### src/rtl/csg_pkg.sv
package csg_pkg;
  localparam int ADDR_W     = 29;
  localparam int REG_W      = 16;
  localparam int BASE_LSB   = 14;
  localparam int NSEL       = 2;
  localparam int SZ_CODES   = 4;
  localparam int MIN_WIN_LG = 18;  // window of size code 0: 2 x 128 KiB

  typedef struct packed {
    logic [1:0] size;
    logic       ro;
    logic       en;
  } sel_ctl_t;

  localparam sel_ctl_t BOOT_CTL = '{size: 2'd3, ro: 1'b0, en: 1'b1};
endpackage

### src/rtl/csg_regs.sv
module csg_regs
  import csg_pkg::*;
#(
  parameter int RW = REG_W,
  parameter int NS = NSEL
) (
  input  logic                  clk,
  input  logic                  rst,
  input  logic                  wr,
  input  logic [1:0]            addr,
  input  logic [RW-1:0]         wdata,
  output logic [RW-1:0]         rdata,
  output logic [RW-1:0]         base_q,
  output sel_ctl_t [NS-1:0]     ctl_eff
);
  localparam int CW = $bits(sel_ctl_t);

  logic boot_q;
  sel_ctl_t ctl_q [NS];

  // base register, bit 0 held at zero
  always_ff @(posedge clk) begin
    if (rst) base_q <= '0;
    else if (wr && addr == 2'd0) base_q <= {wdata[RW-1:1], 1'b0};
  end

  // boot override stays until select 0 control is first written
  always_ff @(posedge clk) begin
    if (rst) boot_q <= 1'b1;
    else if (wr && addr == 2'd1) boot_q <= 1'b0;
  end

  for (genvar i = 0; i < NS; i++) begin : g_ctl
    always_ff @(posedge clk) begin
      if (rst) ctl_q[i] <= '0;
      else if (wr && addr == 2'(i + 1)) ctl_q[i] <= sel_ctl_t'(wdata[CW-1:0]);
    end
    if (i == 0) begin : g_boot
      assign ctl_eff[i] = boot_q ? BOOT_CTL : ctl_q[i];
    end else begin : g_plain
      assign ctl_eff[i] = ctl_q[i];
    end
  end

  always_comb begin
    rdata = '0;
    if (addr == 2'd0) rdata = base_q;
    for (int i = 0; i < NS; i++)
      if (addr == 2'(i + 1)) rdata = RW'(ctl_eff[i]);
  end

  // the boot override ends only through a write to select 0 control
  p_boot_exit_r4: assert property (@(posedge clk) disable iff (rst)
    $fell(boot_q) |-> $past(wr && addr == 2'd1));

  // base takes the written upper bits with bit 0 cleared
  p_base_write_r2: assert property (@(posedge clk) disable iff (rst)
    (wr && addr == 2'd0) |=> base_q == {$past(wdata[RW-1:1]), 1'b0});
endmodule

### src/rtl/csg_window.sv
module csg_window
  import csg_pkg::*;
#(
  parameter int AW   = ADDR_W,
  parameter int RW   = REG_W,
  parameter int BLSB = BASE_LSB
) (
  input  logic [AW-1:0] bus_addr,
  input  logic [RW-1:0] base,
  input  logic [1:0]    size_code,
  output logic          in_win,
  output logic          upper
);
  logic [AW-1:0]       base_addr;
  logic [SZ_CODES-1:0] m_c;
  logic [SZ_CODES-1:0] h_c;

  assign base_addr = {base[RW-1:1], {BLSB{1'b0}}};

  // one comparator per size code, the code picks the result
  for (genvar c = 0; c < SZ_CODES; c++) begin : g_code
    localparam int WL = MIN_WIN_LG + 2 * c;
    assign m_c[c] = bus_addr[AW-1:WL] == base_addr[AW-1:WL];
    assign h_c[c] = bus_addr[WL-1];
  end

  assign in_win = m_c[size_code];
  assign upper  = h_c[size_code];
endmodule

### src/rtl/csg_strobe.sv
module csg_strobe
  import csg_pkg::*;
#(
  parameter int NS = NSEL
) (
  input  logic              clk,
  input  logic              rst,
  input  logic              as,
  input  logic              rw,
  input  logic              iack,
  input  logic              berr_en,
  input  logic              in_win,
  input  logic              upper,
  input  sel_ctl_t [NS-1:0] ctl,
  output logic [NS-1:0]     cs_n,
  output logic              ack,
  output logic              berr_req
);
  logic [NS-1:0] hit;
  logic [NS-1:0] viol;

  for (genvar i = 0; i < NS; i++) begin : g_sel
    logic go;
    assign go      = as && !iack && in_win && (upper == 1'(i)) && ctl[i].en;
    assign viol[i] = go && ctl[i].ro && !rw;
    assign hit[i]  = go && !(ctl[i].ro && !rw);

    // a disabled select stays inactive on the next clock
    p_disabled_quiet_r7: assert property (@(posedge clk) disable iff (rst)
      !ctl[i].en |=> cs_n[i]);
  end

  always_ff @(posedge clk) begin
    if (rst) begin
      cs_n     <= '1;
      ack      <= 1'b0;
      berr_req <= 1'b0;
    end else begin
      cs_n     <= ~hit;
      ack      <= |hit;
      berr_req <= berr_en && |viol;
    end
  end

  // interrupt acknowledge never selects
  p_iack_quiet_r8: assert property (@(posedge clk) disable iff (rst)
    iack |=> (&cs_n && !ack));

  // outputs drop on the clock after the strobe is low
  p_release_r10: assert property (@(posedge clk) disable iff (rst)
    !as |=> (&cs_n && !ack && !berr_req));

  // never two selects at once
  p_onehot_r11: assert property (@(posedge clk) disable iff (rst)
    $onehot0(~cs_n));

  // a bus-error request comes without select or acknowledge
  p_ro_block_r9: assert property (@(posedge clk) disable iff (rst)
    berr_req |-> (&cs_n && !ack));
endmodule

### src/rtl/csg_decoder.sv
module csg_decoder
  import csg_pkg::*;
(
  input  logic              clk,
  input  logic              rst,
  input  logic              reg_wr,
  input  logic [1:0]        reg_addr,
  input  logic [REG_W-1:0]  reg_wdata,
  output logic [REG_W-1:0]  reg_rdata,
  input  logic [ADDR_W-1:0] bus_addr,
  input  logic              bus_rw,
  input  logic              bus_as,
  input  logic              bus_iack,
  input  logic              berr_en,
  output logic [NSEL-1:0]   cs_n,
  output logic              xfer_ack,
  output logic              berr_req
);
  logic [REG_W-1:0]    base_q;
  sel_ctl_t [NSEL-1:0] ctl_eff;
  logic                in_win;
  logic                upper;

  csg_regs #(.RW(REG_W), .NS(NSEL)) u_regs (
    .clk     (clk),
    .rst     (rst),
    .wr      (reg_wr),
    .addr    (reg_addr),
    .wdata   (reg_wdata),
    .rdata   (reg_rdata),
    .base_q  (base_q),
    .ctl_eff (ctl_eff)
  );

  // select 0 size sets the window of the whole group
  csg_window #(.AW(ADDR_W), .RW(REG_W), .BLSB(BASE_LSB)) u_window (
    .bus_addr  (bus_addr),
    .base      (base_q),
    .size_code (ctl_eff[0].size),
    .in_win    (in_win),
    .upper     (upper)
  );

  csg_strobe #(.NS(NSEL)) u_strobe (
    .clk      (clk),
    .rst      (rst),
    .as       (bus_as),
    .rw       (bus_rw),
    .iack     (bus_iack),
    .berr_en  (berr_en),
    .in_win   (in_win),
    .upper    (upper),
    .ctl      (ctl_eff),
    .cs_n     (cs_n),
    .ack      (xfer_ack),
    .berr_req (berr_req)
  );
endmodule

### config.mk
export PLATFORM = sky130hd
export DESIGN_NAME = csg_decoder
export DESIGN_NICKNAME = d
export VERILOG_FILES = /design/src/rtl/csg_pkg.sv /design/src/rtl/csg_regs.sv /design/src/rtl/csg_window.sv /design/src/rtl/csg_strobe.sv /design/src/rtl/csg_decoder.sv
export SDC_FILE = /design/constraint.sdc
export NUM_CORES = 1
export LEC_CHECK = 0
export CAP_MARGIN = 10
export CORE_AREA = 2 2 64 66
export CTS_CLUSTER_DIAMETER = 60
export DETAILED_ROUTE_END_ITERATION = 16
export DIE_AREA = 0 0 66 68
export PLACE_DENSITY = 0.82
export SYNTH_ARGS = -nofsm -noshare
export SYNTH_HDL_FRONTEND = slang
export SYNTH_HIERARCHICAL = 1
export SYNTH_SLANG_ARGS = --single-unit
### constraint.sdc
create_clock -name clk -period 3 [get_ports clk]
set_input_delay 0.3 -clock clk [delete_from_list [all_inputs] [get_ports clk]]
set_output_delay 0.3 -clock clk [all_outputs]
set_load 0.01 [all_outputs]
Word level (Yosys, flattened, before mapping). Memories as Yosys holds them, arrays and structs flattened. Index checks and enable logic that the tools add are counted. W data, S select, Z words.

Bitwise gates (word level): 4. Order comparisons: 1. Equal/unequal tests: 6. Reductions and logical operators: 25. Muxes and demuxes: 18.

Operator list (number): $mux W16 (3); $logic_and A1 B1 Y1 (18); $mux W4 (3); $eq A11 B11 Y1 (1); $mux W1 (10); $eq A9 B9 Y1 (1); $eq A7 B7 Y1 (1); $eq A5 B5 Y1 (1); $bmux W1 S2 (2); $logic_not A1 Y1 (4); $reduce_or A2 Y1 (2); $lt A2 B3 Y1 const B (1); $eq A2 B1 Y1 const B (1); $eq A2 B2 Y1 const B (1); $logic_not A2 Y1 (1); $not A2 Y2 (1); $or A1 B1 Y1 (2); $not A1 Y1 (1).

RAM bits: 8. Bits in registers: 20. Memories kept: 1.

Memories: u_regs.ctl_q (depth 2, width 4, read ports 2, clocked after memory_dff 0, wr ports 2, line csg_regs.sv:19) `sel_ctl_t ctl_q [NS];`.

Depth between registers and ports, before layout. An unclocked memory read counts as a cell.

Depth in word-level cells: 11. Depth in mapped cells: 6. Depth with buffers taken out: 6.

Hierarchy. Netlist, hierarchy kept.

By module, submodules not included: csg_regs (times used 1, area each 1262.5 µm², cells an instance 121, sequential area each 560.5 µm²); csg_strobe (times used 1, area each 172.7 µm², cells an instance 15, sequential area each 80.1 µm²); csg_window (times used 1, area each 160.2 µm², cells an instance 17, sequential area each 0.0 µm²).

Least setup slack after synthesis. No wires, ideal clock.

Kind: reg-to-reg. Start: memory u_regs/ctl_q[0][2] (netlist name). End: register u_strobe.berr_req. Slack: 1336 ps. Stages on the path, launching flop included: 6. Path buffers: 0. Arrival: 1577 ps. Library setup time: 87 ps. Data required time: 2913 ps. Period minus slack after synthesis: 1664 ps. Cell sequence: edfxtp_1 -> or2_2 -> mux4_2 -> nor2b_2 -> a32oi_1 -> nor4b_2.

RTL lines: start, declared (line csg_regs.sv:19); end signal, assigned (line csg_strobe.sv:41) `berr_req <= berr_en && |viol;`; end, declared (line csg_strobe.sv:17) `output logic berr_req`.

Worst setup path in the final report.
Start: input reg_addr[1]. End: output reg_rdata[1].

Cells in the longest elaborated chain, start to end: 4. Elaborated cells on any way between the ends: 6. Classes of those cells: eq/ne: 2; mux: 3; reduce/logical: 1.

RTL lines: start, declared (line csg_decoder.sv:7) `input logic [1:0] reg_addr,`; $logic_not A2 Y1 (line csg_regs.sv:47) `if (addr == 2'd0) rdata = base_q;`; $mux W16 (line csg_regs.sv:47); $mux W16 (line csg_regs.sv:49) `if (addr == 2'(i + 1)) rdata = RW'(ctl_eff[i]);`; $mux W16 * (line csg_regs.sv:49); end, declared (line csg_decoder.sv:9) `output logic [REG_W-1:0] reg_rdata,`.

Every way passes the cells marked *; elsewhere a longest branch is shown, timed or not.

==> metrics <==
status=finished clean; initial antenna violation count=0; 1st-iter DRT viols=45; Yosys warnings=6; CTS Root Cell=clkbuf_8; layout cell share with drive strength beyond 1=0.0825; Worst Path Arrival=2.22 ns; Final Hold Viols=0; post-cts resize count=0; hold_sp=u_regs/base_q[4]$_SDFFE_PP0P_; die footprint=4490 µm²; Net Count, Synth=205; Critical Path Source Type=primary input; worst-margin pin slew=0.664 ns; Final Max Slew Viols=0; # diodes=0; Post-Layout Cell Count=256; placed cells=252; Layout Area Growth over Synthesis=42.1%; routability congestion estimate from global placement=0.793; crit path max fanout=9; I/O Pins=74; WL final=3520 µm; min Tclk post-route=2.52 ns; Remaining Overflow, GRT=0; clk slew on worst S/H paths=0.09 ns; drt wl/cell=13.7 µm; clk_lat worst skew=0.27 ns; critical path class=in -> out; final period utilization=0.839; TritonCTS clock tree=built; hold crit path type=reg -> reg; leak pwr=0.822 nW; dpl hpwl=2680 µm; Post-CTS Setup Repair Bufs=0; Max-cap violations=0; PD cells=384 nW/µm²; largest net degree at the start of global routing=20; Pwr Total=0.000865 W; Die Ht=68 µm; via/cell ratio=4.93; CTS sink cnt=28; Synth Instances=151; NumNets Final=261; VDD IR max=0.182 mV; TNS Setup=0 ns; CP Capture Type=output pin; Inserted Clock Buffers=3; GRT Total Usage=0.173; Slew headroom=0.555; Starting Density=0.411; Critical Path Start=reg_addr[1]; Post-Syn Area=1580 µm²; vias in the first global route=1282; Routed Antenna Nets=0; unrepaired setup endpoints after global routing=no; Post-Syn Area per Cell=10.5 µm²; Die W=66 µm; total core area=3860 µm²; final setup fails=0; Setup Skew=0.00109 ns; worst path required time=2.70 ns; r2r startpoint=u_regs/boot_q$_SDFFE_PP1P_; 1st-pass router iterations=4; drc violations=0; Longest Clk Path Bufs=2; Hold WS=0.483 ns; PortBufs=56; via count=1263; CTS Hold Bufs=0; H-tree lvl count=1; FP Rows=23; first-pass GRT wire length=5850 µm; maximum clock frequency=397 MHz
power breakdown:
group | total, W | internal, W | switching (W)
Combinational | 0.000151 | 0.0000934 | 0.0000580
Clock | 0.000298 | 0.000179 | 0.000119
Sequential | 0.000415 | 0.000405 | 0.0000106
Total | 0.000865 | 0.000677 | 0.000188
layer usage:
| layer | track usage | routed length (µm) | up-vias |
|---|---|---|---|
| met1 | 0.207 | 1590 | 591 |
| li1 | - | - | 632 |
| met2 | 0.316 | 1700 | 35 |
| met5 | 0 | 0 | - |
| met3 | 0.0247 | 177 | 5 |
| met4 | 0.0612 | 48 | 0 |
registers in the layout (all words and copies together), names as in the netlist:
register / flops
u_strobe/ack: 1
u_regs/ctl_q: 8
u_strobe/berr_req: 1
u_regs/boot_q: 1
u_strobe/cs_n: 2
u_regs/base_q: 15
area by class of cell:
cell class              count  area, µm²
multi-input cells         115        881
clock buffers               3       41.3
repair buffers             59        596
clock inverters             1       30.0
well taps                  50       62.6
flip-flops and latches     28        641
fillers                   365       1610
through the flow:
stage                     area, µm²  utilization  setup slack [ns]
after floorplan                1580            -              1.34
after global placement         2180        0.565             0.498
after detailed placement       2180        0.565             0.504
after CTS                      2250        0.584             0.492
after global routing           2250        0.584             0.396
final                          2250        0.584             0.484
critical path, cell delays in order:
cell and delay [ns]:
clkdlybuf4s50_1 0.61, nor2b_1 0.53, a221o_1 0.25, clkdlybuf4s50_1 0.53
worst paths after layout:
kind                            cells past startpoint                             to  slack [ns]
worst min-delay path                                2  u_regs/base_q[4]$_SDFFE_PP0P_        0.48
worst max register to register                      5   u_strobe/berr_req$_SDFF_PP0_        1.19
worst min register to register                      2  u_regs/base_q[4]$_SDFFE_PP0P_        0.48
worst max-delay path                                4                   reg_rdata[1]        0.48
layout by cell type, fill, tap and decap left out, types with 2 or more instances in the layout:
cell	instances
a21o_1	2
buf_4	2
edfxtp_1	8
nor2b_1	3
xnor2_1	6
and3_1	8
and2_1	12
or2_2	3
nand2b_1	33
clkdlybuf4s50_1	56
mux2i_1	15
nor3b_1	3
a32oi_1	2
xor2_1	5
nor2_1	2
o2bb2ai_1	2
o21bai_1	2
dfxtp_1	20
clkbuf_8	3
(Power assumes the default switching activity.)
